## src/rtl/drain_pkg.sv

```systemverilog
package drain_pkg;

  typedef enum logic [1:0] {
    ST_EMPTY     = 2'd0,
    ST_GUARD     = 2'd1,
    ST_STROBE_HI = 2'd2,
    ST_STROBE_LO = 2'd3
  } drain_st_e;

  localparam logic MODE_GUARDED = 1'b0;
  localparam logic MODE_HALF    = 1'b1;

endpackage

```

## src/rtl/drain_rdy_merge.sv

```systemverilog
module drain_rdy_merge #(
  parameter int LANES = 2
) (
  input  logic [LANES-1:0] lane_rdy,
  output logic             rdy_all
);

  logic [LANES:0] chain;

  assign chain[0] = 1'b1;

  for (genvar i = 0; i < LANES; i++) begin : g_and
    assign chain[i+1] = chain[i] & lane_rdy[i];
  end

  assign rdy_all = chain[LANES];

endmodule

```

## src/rtl/drain_start_gate.sv

```systemverilog
module drain_start_gate
  import drain_pkg::*;
#(
  parameter int DEPTH = 64,
  parameter int LVL_W = $clog2(DEPTH + 1)
) (
  input  logic             start_mode,
  input  logic [LVL_W-1:0] fifo_level,
  output logic             go_ok,
  output logic             use_guard
);

  localparam int HALF_MARK = DEPTH / 2;
  localparam logic [LVL_W-1:0] HALF_LVL = LVL_W'(HALF_MARK);

  always_comb begin
    if (start_mode == MODE_HALF) begin
      go_ok     = (fifo_level > HALF_LVL);
      use_guard = 1'b0;
    end else begin
      go_ok     = 1'b1;
      use_guard = 1'b1;
    end
  end

endmodule

```

## src/rtl/drain_strobe_fsm.sv

```systemverilog
module drain_strobe_fsm
  import drain_pkg::*;
#(
  parameter int GUARD_CYC = 10,
  parameter int EMPTY_CYC = 4
) (
  input  logic clk,
  input  logic rst,
  input  logic rdy_all,
  input  logic go_ok,
  input  logic use_guard,
  input  logic cons_ready,
  output logic shift_out,
  output logic cap_en
);

  localparam int CNT_MAX = (GUARD_CYC > EMPTY_CYC) ? GUARD_CYC : EMPTY_CYC;
  localparam int CNT_W   = $clog2(CNT_MAX + 1);
  localparam logic [CNT_W-1:0] GUARD_LOAD = CNT_W'(GUARD_CYC - 1);
  localparam logic [CNT_W-1:0] EMPTY_LAST = CNT_W'(EMPTY_CYC - 1);

  drain_st_e        st;
  logic [CNT_W-1:0] cnt;

  assign cap_en = (st == ST_STROBE_LO) && rdy_all && cons_ready;

  always_ff @(posedge clk) begin
    if (rst) begin
      st        <= ST_EMPTY;
      cnt       <= '0;
      shift_out <= 1'b0;
    end else begin
      case (st)
        ST_EMPTY: begin
          if (rdy_all && go_ok) begin
            if (use_guard) begin
              st  <= ST_GUARD;
              cnt <= GUARD_LOAD;
            end else begin
              st  <= ST_STROBE_LO;
              cnt <= '0;
            end
          end
        end
        ST_GUARD: begin
          if (cnt == '0) begin
            st <= ST_STROBE_LO;
          end else begin
            cnt <= cnt - 1'b1;
          end
        end
        ST_STROBE_LO: begin
          if (cap_en) begin
            st        <= ST_STROBE_HI;
            shift_out <= 1'b1;
            cnt       <= '0;
          end else if (rdy_all) begin
            cnt <= '0;
          end else if (cnt == EMPTY_LAST) begin
            st  <= ST_EMPTY;
            cnt <= '0;
          end else begin
            cnt <= cnt + 1'b1;
          end
        end
        ST_STROBE_HI: begin
          if (!rdy_all) begin
            st        <= ST_STROBE_LO;
            shift_out <= 1'b0;
            cnt       <= '0;
          end
        end
        default: st <= ST_EMPTY;
      endcase
    end
  end

  logic [CNT_W:0] guard_run;
  always_ff @(posedge clk) begin
    if (rst) guard_run <= '0;
    else if (st == ST_GUARD) guard_run <= guard_run + 1'b1;
    else guard_run <= '0;
  end

  AST_SO_HELD_WHILE_RDY: assert property (@(posedge clk) disable iff (rst)
    (shift_out && rdy_all) |=> shift_out);
  AST_SO_FALL_AFTER_LOW: assert property (@(posedge clk) disable iff (rst)
    $fell(shift_out) |-> !$past(rdy_all));
  AST_GUARD_LENGTH: assert property (@(posedge clk) disable iff (rst)
    (st == ST_STROBE_LO && $past(st) == ST_GUARD) |-> (guard_run == (CNT_W+1)'(GUARD_CYC)));

endmodule

```

## src/rtl/drain_word_capture.sv

```systemverilog
module drain_word_capture #(
  parameter int WORD_W = 8
) (
  input  logic              clk,
  input  logic              rst,
  input  logic              cap_en,
  input  logic [WORD_W-1:0] din,
  output logic [WORD_W-1:0] word_q,
  output logic              word_vld
);

  always_ff @(posedge clk) begin
    if (rst) begin
      word_q   <= '0;
      word_vld <= 1'b0;
    end else begin
      word_vld <= cap_en;
      if (cap_en) word_q <= din;
    end
  end

  AST_VLD_SINGLE: assert property (@(posedge clk) disable iff (rst)
    word_vld |=> !word_vld);

endmodule

```

## src/rtl/fifo_drain_ctrl.sv

```systemverilog
module fifo_drain_ctrl
  import drain_pkg::*;
#(
  parameter int LANES         = 2,
  parameter int LANE_W        = 4,
  parameter int DEPTH         = 64,
  parameter int CLK_PERIOD_NS = 4,
  parameter int GUARD_NS      = 40,
  parameter int EMPTY_CYC     = 4,
  localparam int WORD_W       = LANES * LANE_W,
  localparam int LVL_W        = $clog2(DEPTH + 1)
) (
  input  logic              clk,
  input  logic              rst,
  input  logic              start_mode,
  input  logic              cons_ready,
  input  logic [LANES-1:0]  lane_rdy,
  input  logic [WORD_W-1:0] lane_data,
  input  logic [LVL_W-1:0]  fifo_level,
  output logic              shift_out,
  output logic [WORD_W-1:0] word_q,
  output logic              word_vld
);

  localparam int GUARD_CYC = (GUARD_NS + CLK_PERIOD_NS - 1) / CLK_PERIOD_NS;

  logic rdy_all;
  logic go_ok;
  logic use_guard;
  logic cap_en;

  drain_rdy_merge #(.LANES(LANES)) u_merge (
    .lane_rdy (lane_rdy),
    .rdy_all  (rdy_all)
  );

  drain_start_gate #(.DEPTH(DEPTH), .LVL_W(LVL_W)) u_gate (
    .start_mode (start_mode),
    .fifo_level (fifo_level),
    .go_ok      (go_ok),
    .use_guard  (use_guard)
  );

  drain_strobe_fsm #(.GUARD_CYC(GUARD_CYC), .EMPTY_CYC(EMPTY_CYC)) u_fsm (
    .clk        (clk),
    .rst        (rst),
    .rdy_all    (rdy_all),
    .go_ok      (go_ok),
    .use_guard  (use_guard),
    .cons_ready (cons_ready),
    .shift_out  (shift_out),
    .cap_en     (cap_en)
  );

  drain_word_capture #(.WORD_W(WORD_W)) u_cap (
    .clk      (clk),
    .rst      (rst),
    .cap_en   (cap_en),
    .din      (lane_data),
    .word_q   (word_q),
    .word_vld (word_vld)
  );

  AST_VLD_AT_SO_RISE: assert property (@(posedge clk) disable iff (rst)
    word_vld |-> $rose(shift_out));
  AST_RISE_NEEDS_ACCEPT: assert property (@(posedge clk) disable iff (rst)
    $rose(shift_out) |-> ($past(cons_ready) && $past(&lane_rdy)));
  AST_RESET_QUIET: assert property (@(posedge clk)
    $past(rst) |-> (!shift_out && !word_vld));

endmodule

```

## config.mk

```make
export PLATFORM = sky130hd
export DESIGN_NAME = fifo_drain_ctrl
export DESIGN_NICKNAME = d
export VERILOG_FILES = /design/src/rtl/drain_pkg.sv /design/src/rtl/drain_rdy_merge.sv /design/src/rtl/drain_start_gate.sv /design/src/rtl/drain_strobe_fsm.sv /design/src/rtl/drain_word_capture.sv /design/src/rtl/fifo_drain_ctrl.sv
export SDC_FILE = /design/constraint.sdc
export NUM_CORES = 1
export LEC_CHECK = 0
export ABC_CLOCK_PERIOD_IN_PS = 1700
export BUFFER_PORTS_ARGS = -buffer_cell sky130_fd_sc_hd__buf_2
export CAP_MARGIN = 30
export CORE_ASPECT_RATIO = 0.6
export CORE_UTILIZATION = 25
export CTS_BUF_LIST = sky130_fd_sc_hd__clkbuf_2 sky130_fd_sc_hd__clkbuf_4 sky130_fd_sc_hd__clkbuf_8
export DETAILED_ROUTE_END_ITERATION = 8
export GPL_TIMING_DRIVEN = 0
export PLACE_DENSITY = 0.57
export SETUP_SLACK_MARGIN = 0.05
export SLEW_MARGIN = 25
export SYNTH_ARGS = -nofsm -noshare
export SYNTH_HDL_FRONTEND = slang
export SYNTH_HIERARCHICAL = 1
export SYNTH_SLANG_ARGS = --single-unit
export TNS_END_PERCENT = 100
```

## constraint.sdc

```tcl
create_clock -name clk -period 1.7 [get_ports clk]
set_input_delay 0.085 -clock clk [delete_from_list [all_inputs] [get_ports clk]]
set_output_delay 0.085 -clock clk [all_outputs]
set_load 0.02 [all_outputs]
```

==> results of run 1 <==
[registers in the layout, summed over array words and instances (netlist names)]
signal	cells
u_cap/word_q	8
u_cap/word_vld	1
u_fsm/cnt	4
u_fsm/shift_out	1
u_fsm/st	2
[final cells by class]
type                       instances  area, um2
buffer                             5       40.0
clock buffer                       3       41.3
fill                             371       2220
inverter                           7       36.3
multi-input combinational         78        703
sequential                        16        333
tap                               47       58.8
timing repair buffer              42        243
[worst max-delay path, stage by stage (launching register included)]
cell and delay [ns]:
dfxtp_4 0.40, inv_4 0.06, ha_4 0.15, a21boi_4 0.14, a221o_2 0.38, or3_1 0.34
a221oi_2 0.21
[through the flow]
step	TNS, ns	setup WS [ns]	utilization	total power, uW	instances
floorplan	-0.00382	-0.00382	-	965	106
global placement	-0.201	-0.111	0.321	1090	182
detailed placement	-0.306	-0.157	0.321	1120	182
CTS	-0.0912	-0.0483	0.381	1720	197
global route	-0.258	-0.0929	0.395	1960	198
finish	-0.0697	-0.0509	0.395	1850	198
[final timing paths]
kind	startpoint	endpoint	slack [ns]	depth (start not counted)
min	lane_data[7]	u_cap/word_q[7]$_SDFFE_PP0P_	0.07	3
min reg2reg	u_cap/word_q[3]$_SDFFE_PP0P_	u_cap/word_q[3]$_SDFFE_PP0P_	0.50	2
max reg2reg	u_fsm/st[0]$_SDFFE_PP0P_	u_fsm/cnt[2]$_SDFFE_PP0P_	-0.05	6
max	u_fsm/st[0]$_SDFFE_PP0P_	u_fsm/cnt[2]$_SDFFE_PP0P_	-0.05	6
[cell families (layout without fill, tap and decap cells)]
logic type	after synthesis	after routing
fa+ha+maj	8	8
buf+inv	12	57
flops	16	16
simple gates	34	34
compound gates	27	27
mux	9	9
[power breakdown]
group          switching [uW]  internal (uW)  total (uW)  leakage (uW)
clock                     132            157         290     0.0000216
sequential               73.3            437         510      0.000132
combinational             503            545        1050      0.000456
[Yosys cell counts, types with 2 or more instances]
cell type,instances
a21oi_1,8
a221oi_2,2
and3_1,2
dfxtp_1,16
ha_1,8
inv_1,7
mux2i_1,9
nand2_1,7
nand3_1,2
nor2_1,8
nor2b_1,2
nor3b_1,2
o21a_1,2
o21ai_0,3
or3_1,2
or3b_1,2
[repair_timing]
| action | in CTS | in global routing |
|---|---|---|
| resized for setup | 18 | 9 |
| setup buffers | 12 | 1 |
| setup endpoints to repair | 5 | 6 |
| pin swaps | 8 | 7 |
[per-layer routing]
metal  GRT usage  up-vias
met3      0.0473        6
met2       0.215       37
met4      0.0439        0
met1       0.191      477
met5           0        -
li1            -      479
==> impl_metrics.yaml, run 1 <==
final_layout:
  fin_nets: 182
  layout-drive-gt1-share: 0.483
  final_cell_mix: "30 x buf_2, 13 x buf_4, 12 x dfxtp_1, 9 x mux2i_1"
  syn2layout_area_growth_pct: 50.6
  finalInstanceArea_um2: 1460
  layout_commonest_cell: "buf_2"
  n_antenna_cell: 0
global_route:
  grt-ovfl-total: 0
  grt_pass1_vias: 917
  antenna_found_initial: 0
  grt_pass1_wl_mm: 4.33
  grt_usage: 0.142
  grt_max_degree: 11
clocking:
  cts_tree: "done"
  clock_sinks: 16
  cts-buffers-inserted: 3
  path_clk_slew_ns: 0.06
  clkLatencyLatePin_ns: 0.25
  cts_buffer_depth: 2
  root_buffer: "clkbuf_8"
  htree_levels: 1
  postCtsHoldBufs: 0
synth:
  synth_compound_area_frac: 0.215
  syn_area_um2: 966
  synth.area.mux_share: 0.0933
  avgSynthCellArea_um2: 9.11
  synth-xor-area-share: 0
  synthArstFlopShare: 0
  ys_seq_area_frac: 0.332
  yosys-top-cells-area: "dfxtp_1 33%, ha_1 10%, mux2i_1 9.3%"
  syn_nets: 135
  synth_top_family_by_area: "compound AO/OA/AOI/OAI gates"
  yosysWarnings: 6
  synth_top_area_frac: 0.332
  synth_edf_count: 0
  synth_top_cell_by_area: "dfxtp_1"
  yosysUniqueCellTypes: 40
  yosys.area_share.adder: 0.104
  synthSimpleGateAreaFrac: 0.199
  synth_flop_cell: "dfxtp_1"
  ys_ff_latch: 16
  synthCells: 106
floorplanning:
  num_io_pins: 31
  core_area_um2: 3680
  die_area_um2: 4120
  die-height_um: 50.2
  row_count: 17
  initial_core_util: 0.262
  die_x_um: 82.2
detailed_routing:
  wl_met2_mm: 1.32
  wl_met1_mm: 1.27
  vias: 999
  wl_mm: 2.80
  remaining_drc_errors: 0
  wl_met3_um: 172
  antenna_left: 0
  drt_pass1_iterations: 4
  highest_layer: "met4"
  viasPerCell: 5.05
  first_iter_violations: 72
  wl_per_cell_um: 14.1
outcome:
  status: "finished, violations left"
  violations: "setup timing"
power:
  ir_worst_vdd_mv: 0.711
  leakage_uw: 0.000609
  powerDensity_nw_per_um2: 1270
timing:
  fmax_mhz: 571
  tightest_slew_ns: 0.443
  fin_skew_ns: 0.000885
  whs_ns: 0.0707
  finalHoldViolCount: 0
  period_minus_slack_ns: 1.75
  setup_ws_ns: -0.0509
  min_period_over_period: 1.03
  setup_viol: 2
  finalMaxSlewViolations: 0
  rsz0062_at_grt: "true"
  slew-limit-headroom: 0.704
worst_setup_path:
  path_class: "register to register"
  worst_setup_path_end_kind: "register"
  cp.arrival_ns: 1.92
  start_kind: "register"
  path_max_fanout: 4
  cp.required_ns: 1.87
flow_run:
  maxCapViolCount: 0
place:
  routabilityCongestion: 0.795
  dp_hpwl_mm: 1.84
  placed_cell_area_um2: 1180
  portBuffers: 29
min_path:
  holdCritPathClass: "primary input to register"
Note: power is estimated with default switching activity, not from simulation.
==> inputs of run 2 (changes only) <==
--- a/config.mk
+++ b/config.mk
@@ -5,7 +5,8 @@
 export SDC_FILE = /design/constraint.sdc
 export NUM_CORES = 1
 export LEC_CHECK = 0
-export ABC_CLOCK_PERIOD_IN_PS = 1700
+export ABC_AREA = 1
+export ABC_CLOCK_PERIOD_IN_PS = 1800
 export BUFFER_PORTS_ARGS = -buffer_cell sky130_fd_sc_hd__buf_2
 export CAP_MARGIN = 30
 export CORE_ASPECT_RATIO = 0.6
@@ -13,7 +14,8 @@
 export CTS_BUF_LIST = sky130_fd_sc_hd__clkbuf_2 sky130_fd_sc_hd__clkbuf_4 sky130_fd_sc_hd__clkbuf_8
 export DETAILED_ROUTE_END_ITERATION = 8
 export GPL_TIMING_DRIVEN = 0
-export PLACE_DENSITY = 0.57
+export HOLD_SLACK_MARGIN = 0.02
+export PLACE_DENSITY = 0.55
 export SETUP_SLACK_MARGIN = 0.05
 export SLEW_MARGIN = 25
 export SYNTH_ARGS = -nofsm -noshare
==> constraint.sdc (replaced) <==
create_clock -name clk -period 1.8 [get_ports clk]
set_input_delay 0.09 -clock clk [delete_from_list [all_inputs] [get_ports clk]]
set_output_delay 0.09 -clock clk [all_outputs]
set_load 0.02 [all_outputs]
==> impl_metrics.yaml, run 2 <==
final_layout:
  layout-drive-gt1-share: 0.244
  fin_nets: 224
  n_antenna_cell: 0
  largest_register: "u_cap/word_q"
  syn2layout_area_growth_pct: 24.2
  n_fill_cell: 416
  regArea_um2: 320
  multi_input_comb_area_um2: 584
  largest_reg_flops: 8
  layout_commonest_cell: "nand2_1"
  largest_registers: "u_cap/word_q (8), u_fsm/cnt (4), u_fsm/st (2)"
  final_cell_mix: "48 x nand2_1, 30 x buf_2, 29 x nor2_1, 23 x inv_1, 16 x dfxtp_1"
detailed_routing:
  wl_per_cell_um: 8.97
  first_iter_violations: 49
  viasPerCell: 4.02
  drt_pass1_iterations: 4
  antenna_left: 0
  wl_mm: 2.15
  remaining_drc_errors: 0
  vias: 964
synth:
  syn_area_um2: 1030
  synthMostInstantiatedCell: "nand2_1"
  synth_top_area_frac: 0.310
  synth_edf_count: 0
  ys_seq_area_frac: 0.310
  yosys-top-cells-area: "dfxtp_1 31%, nand2_1 17%, nor2_1 11%"
  ys_ff_latch: 16
  syn_nets: 189
  ys_top_cells_by_count: "48 x nand2_1, 29 x nor2_1, 23 x inv_1, 16 x dfxtp_1"
  yosysUniqueCellTypes: 18
  synth_top_cell_by_area: "dfxtp_1"
  avgSynthCellArea_um2: 6.45
  synth_flop_cell: "dfxtp_1"
  synthArstFlopShare: 0
  synthCells: 160
  yosysWarnings: 6
worst_setup_path:
  rrSetupSlack_ns: 0.27
  path_cells: "ha_1 -> nand3_1 -> inv_1 -> buf_6 -> buf_6 -> nand2_2 -> nand2_1 -> nor2_2"
  cp_top_family: "buffers and inverters"
  slowest_stage: "dfxtp_1"
  path_class: "register to register"
  cp.arrival_ns: 1.67
  start_kind: "register"
  startpoint: "u_fsm/st[1]$_SDFFE_PP0P_"
  cp_common_cell: "buf_6"
  slowest_delay_ns: 0.38
  rr_startpoint: "u_fsm/st[1]$_SDFFE_PP0P_"
  worst_setup_path_end_kind: "register"
  critical_path.endpoint: "u_cap/word_q[6]$_SDFFE_PP0P_"
  reg2reg_depth: 8
  cp.depth: 8
  path_max_fanout: 10
  r2r_end: "u_cap/word_q[6]$_SDFFE_PP0P_"
  path_buf_inv: 3
  cp.required_ns: 1.94
power:
  pwr-share-clk: 0.176
  internal_power_uw: 836
  seq_power_share: 0.322
  p_switching_uw: 623
  power_frac_comb: 0.502
  leakage_uw: 0.000703
  total_power_uw: 1460
  switching_share: 0.427
  powerDensity_nw_per_um2: 1140
  ir_worst_vdd_mv: 0.387
global_route:
  met2_usage: 0.144
  gr-usage-met3: 0.0492
  global_route.peak_usage_layer: "met1"
  grt_pass1_vias: 823
  grt-ovfl-total: 0
  grt_pass1_wl_mm: 3.71
  antenna_found_initial: 0
  grt_usage: 0.109
  grt_util_met1: 0.163
  grt_max_degree: 11
clocking:
  path_clk_slew_ns: 0.06
  clock_sinks: 16
  clkLatencyLatePin_ns: 0.24
  root_buffer: "clkbuf_8"
  htree_levels: 1
  cts_setup_buffers: 0
  cts_buffer_depth: 2
  cts-buffers-inserted: 3
  cts-resized-gates: 0
  cts_tree: "done"
  postCtsHoldBufs: 0
floorplanning:
  row_count: 17
  core_area_um2: 3810
  die-height_um: 51.8
  die_x_um: 85.0
  num_io_pins: 31
  initial_core_util: 0.271
  die_area_um2: 4400
min_path:
  holdPathStages: 2
  holdCritPathClass: "primary input to register"
timing:
  finalMaxSlewViolations: 0
  setup_tns_ns: 0
  fin_skew_ns: 0.00195
  setup_viol: 0
  min_period_over_period: 0.851
  rsz0062_at_grt: "false"
  finalHoldViolCount: 0
  slew-limit-headroom: 0.822
  tightest_slew_ns: 0.267
  fmax_mhz: 653
  period_minus_slack_ns: 1.53
place:
  dp_hpwl_mm: 1.79
  routabilityCongestion: 0.798
  portBuffers: 30
outcome:
  status: "complete, no violations"
flow_run:
  maxCapViolCount: 0
run 2: cell count changes in the layout (fill, tap and decap cells not counted), sizes merged, moves of 2 or more:
cell	delta
nand2	+45
nor2	+25
inv	+17
buf	-13
mux2i	-9
nand3	+7
a221oi	-3
and3	-2
nor2b	-2
nor3b	-2
nor4b	-2
o21a	-2
or3	-2
or3b	-2
run 2: worst min path at each step:
stage | slack (ns) | startpoint | to
after floorplan | 0.16 | rst | u_fsm/cnt[1]$_SDFFE_PP0P_
after global placement | 0.37 | rst | u_fsm/cnt[2]$_SDFFE_PP0P_
after detailed placement | 0.37 | rst | u_fsm/cnt[1]$_SDFFE_PP0P_
after CTS | 0.11 | rst | u_fsm/cnt[1]$_SDFFE_PP0P_
after global routing | 0.13 | rst | u_fsm/cnt[3]$_SDFFE_PP0P_
final | 0.11 | rst | u_fsm/cnt[3]$_SDFFE_PP0P_
run 2: logic make-up (layout without fill, tap and decap cells):
group / after synthesis / after routing / share of synthesized area
XOR/XNOR: 1 / 1 / 0.00849
AO/OA/AOI/OAI: 10 / 10 / 0.0485
AND/OR/NAND/NOR: 97 / 97 / 0.412
flip-flops: 16 / 16 / 0.310
buffers and inverters: 28 / 61 / 0.124
adder cells (fa/ha/maj): 8 / 8 / 0.0970
run 2: worst reg2reg max path: cells and delay by family (launching register included):
kind                     cells  cell delay, ns
buffers and inverters        3            0.40
flip-flops                   1            0.38
AND/OR/NAND/NOR              4            0.31
adder cells (fa/ha/maj)      1            0.33
run 2: through the flow:
| stage | cell area, um2 | hold WS, ns | worst slack (ns) | util | std cells |
|---|---|---|---|---|---|
| 6_report | 1280 | 0.110 | 0.269 | 0.337 | 240 |
| 5_1_grt | 1280 | 0.127 | 0.130 | 0.337 | 240 |
| 4_1_cts | 1280 | 0.107 | 0.280 | 0.337 | 240 |
| 3_5_place_dp | 1240 | 0.369 | 0.310 | 0.326 | 237 |
| 3_3_place_gp | 1240 | 0.367 | 0.285 | 0.326 | 237 |
| 2_1_floorplan | 1030 | 0.159 | 0.495 | - | 160 |
run 2: area by class of cell:
type	instances	area share
Buffer	3	0.0263
Clock buffer	3	0.0322
Inverter	25	0.0732
Multi-Input combinational cell	116	0.456
Sequential cell	16	0.250
Tap cell	47	0.0459
Timing Repair Buffer	30	0.117
run 2: power by group through the flow:
stage	Clock, uW	Combinational, uW	Sequential, uW
6_report	257	733	469
5_1_grt	283	841	479
4_1_cts	270	736	468
3_5_place_dp	0	732	476
3_3_place_gp	0	730	478
2_1_floorplan	0	577	471
run 2: layer usage:
layer,vias to the layer above,wire (um)
met1,399,1260
met3,0,132
met5,-,0
met4,0,0
li1,546,-
met2,19,756
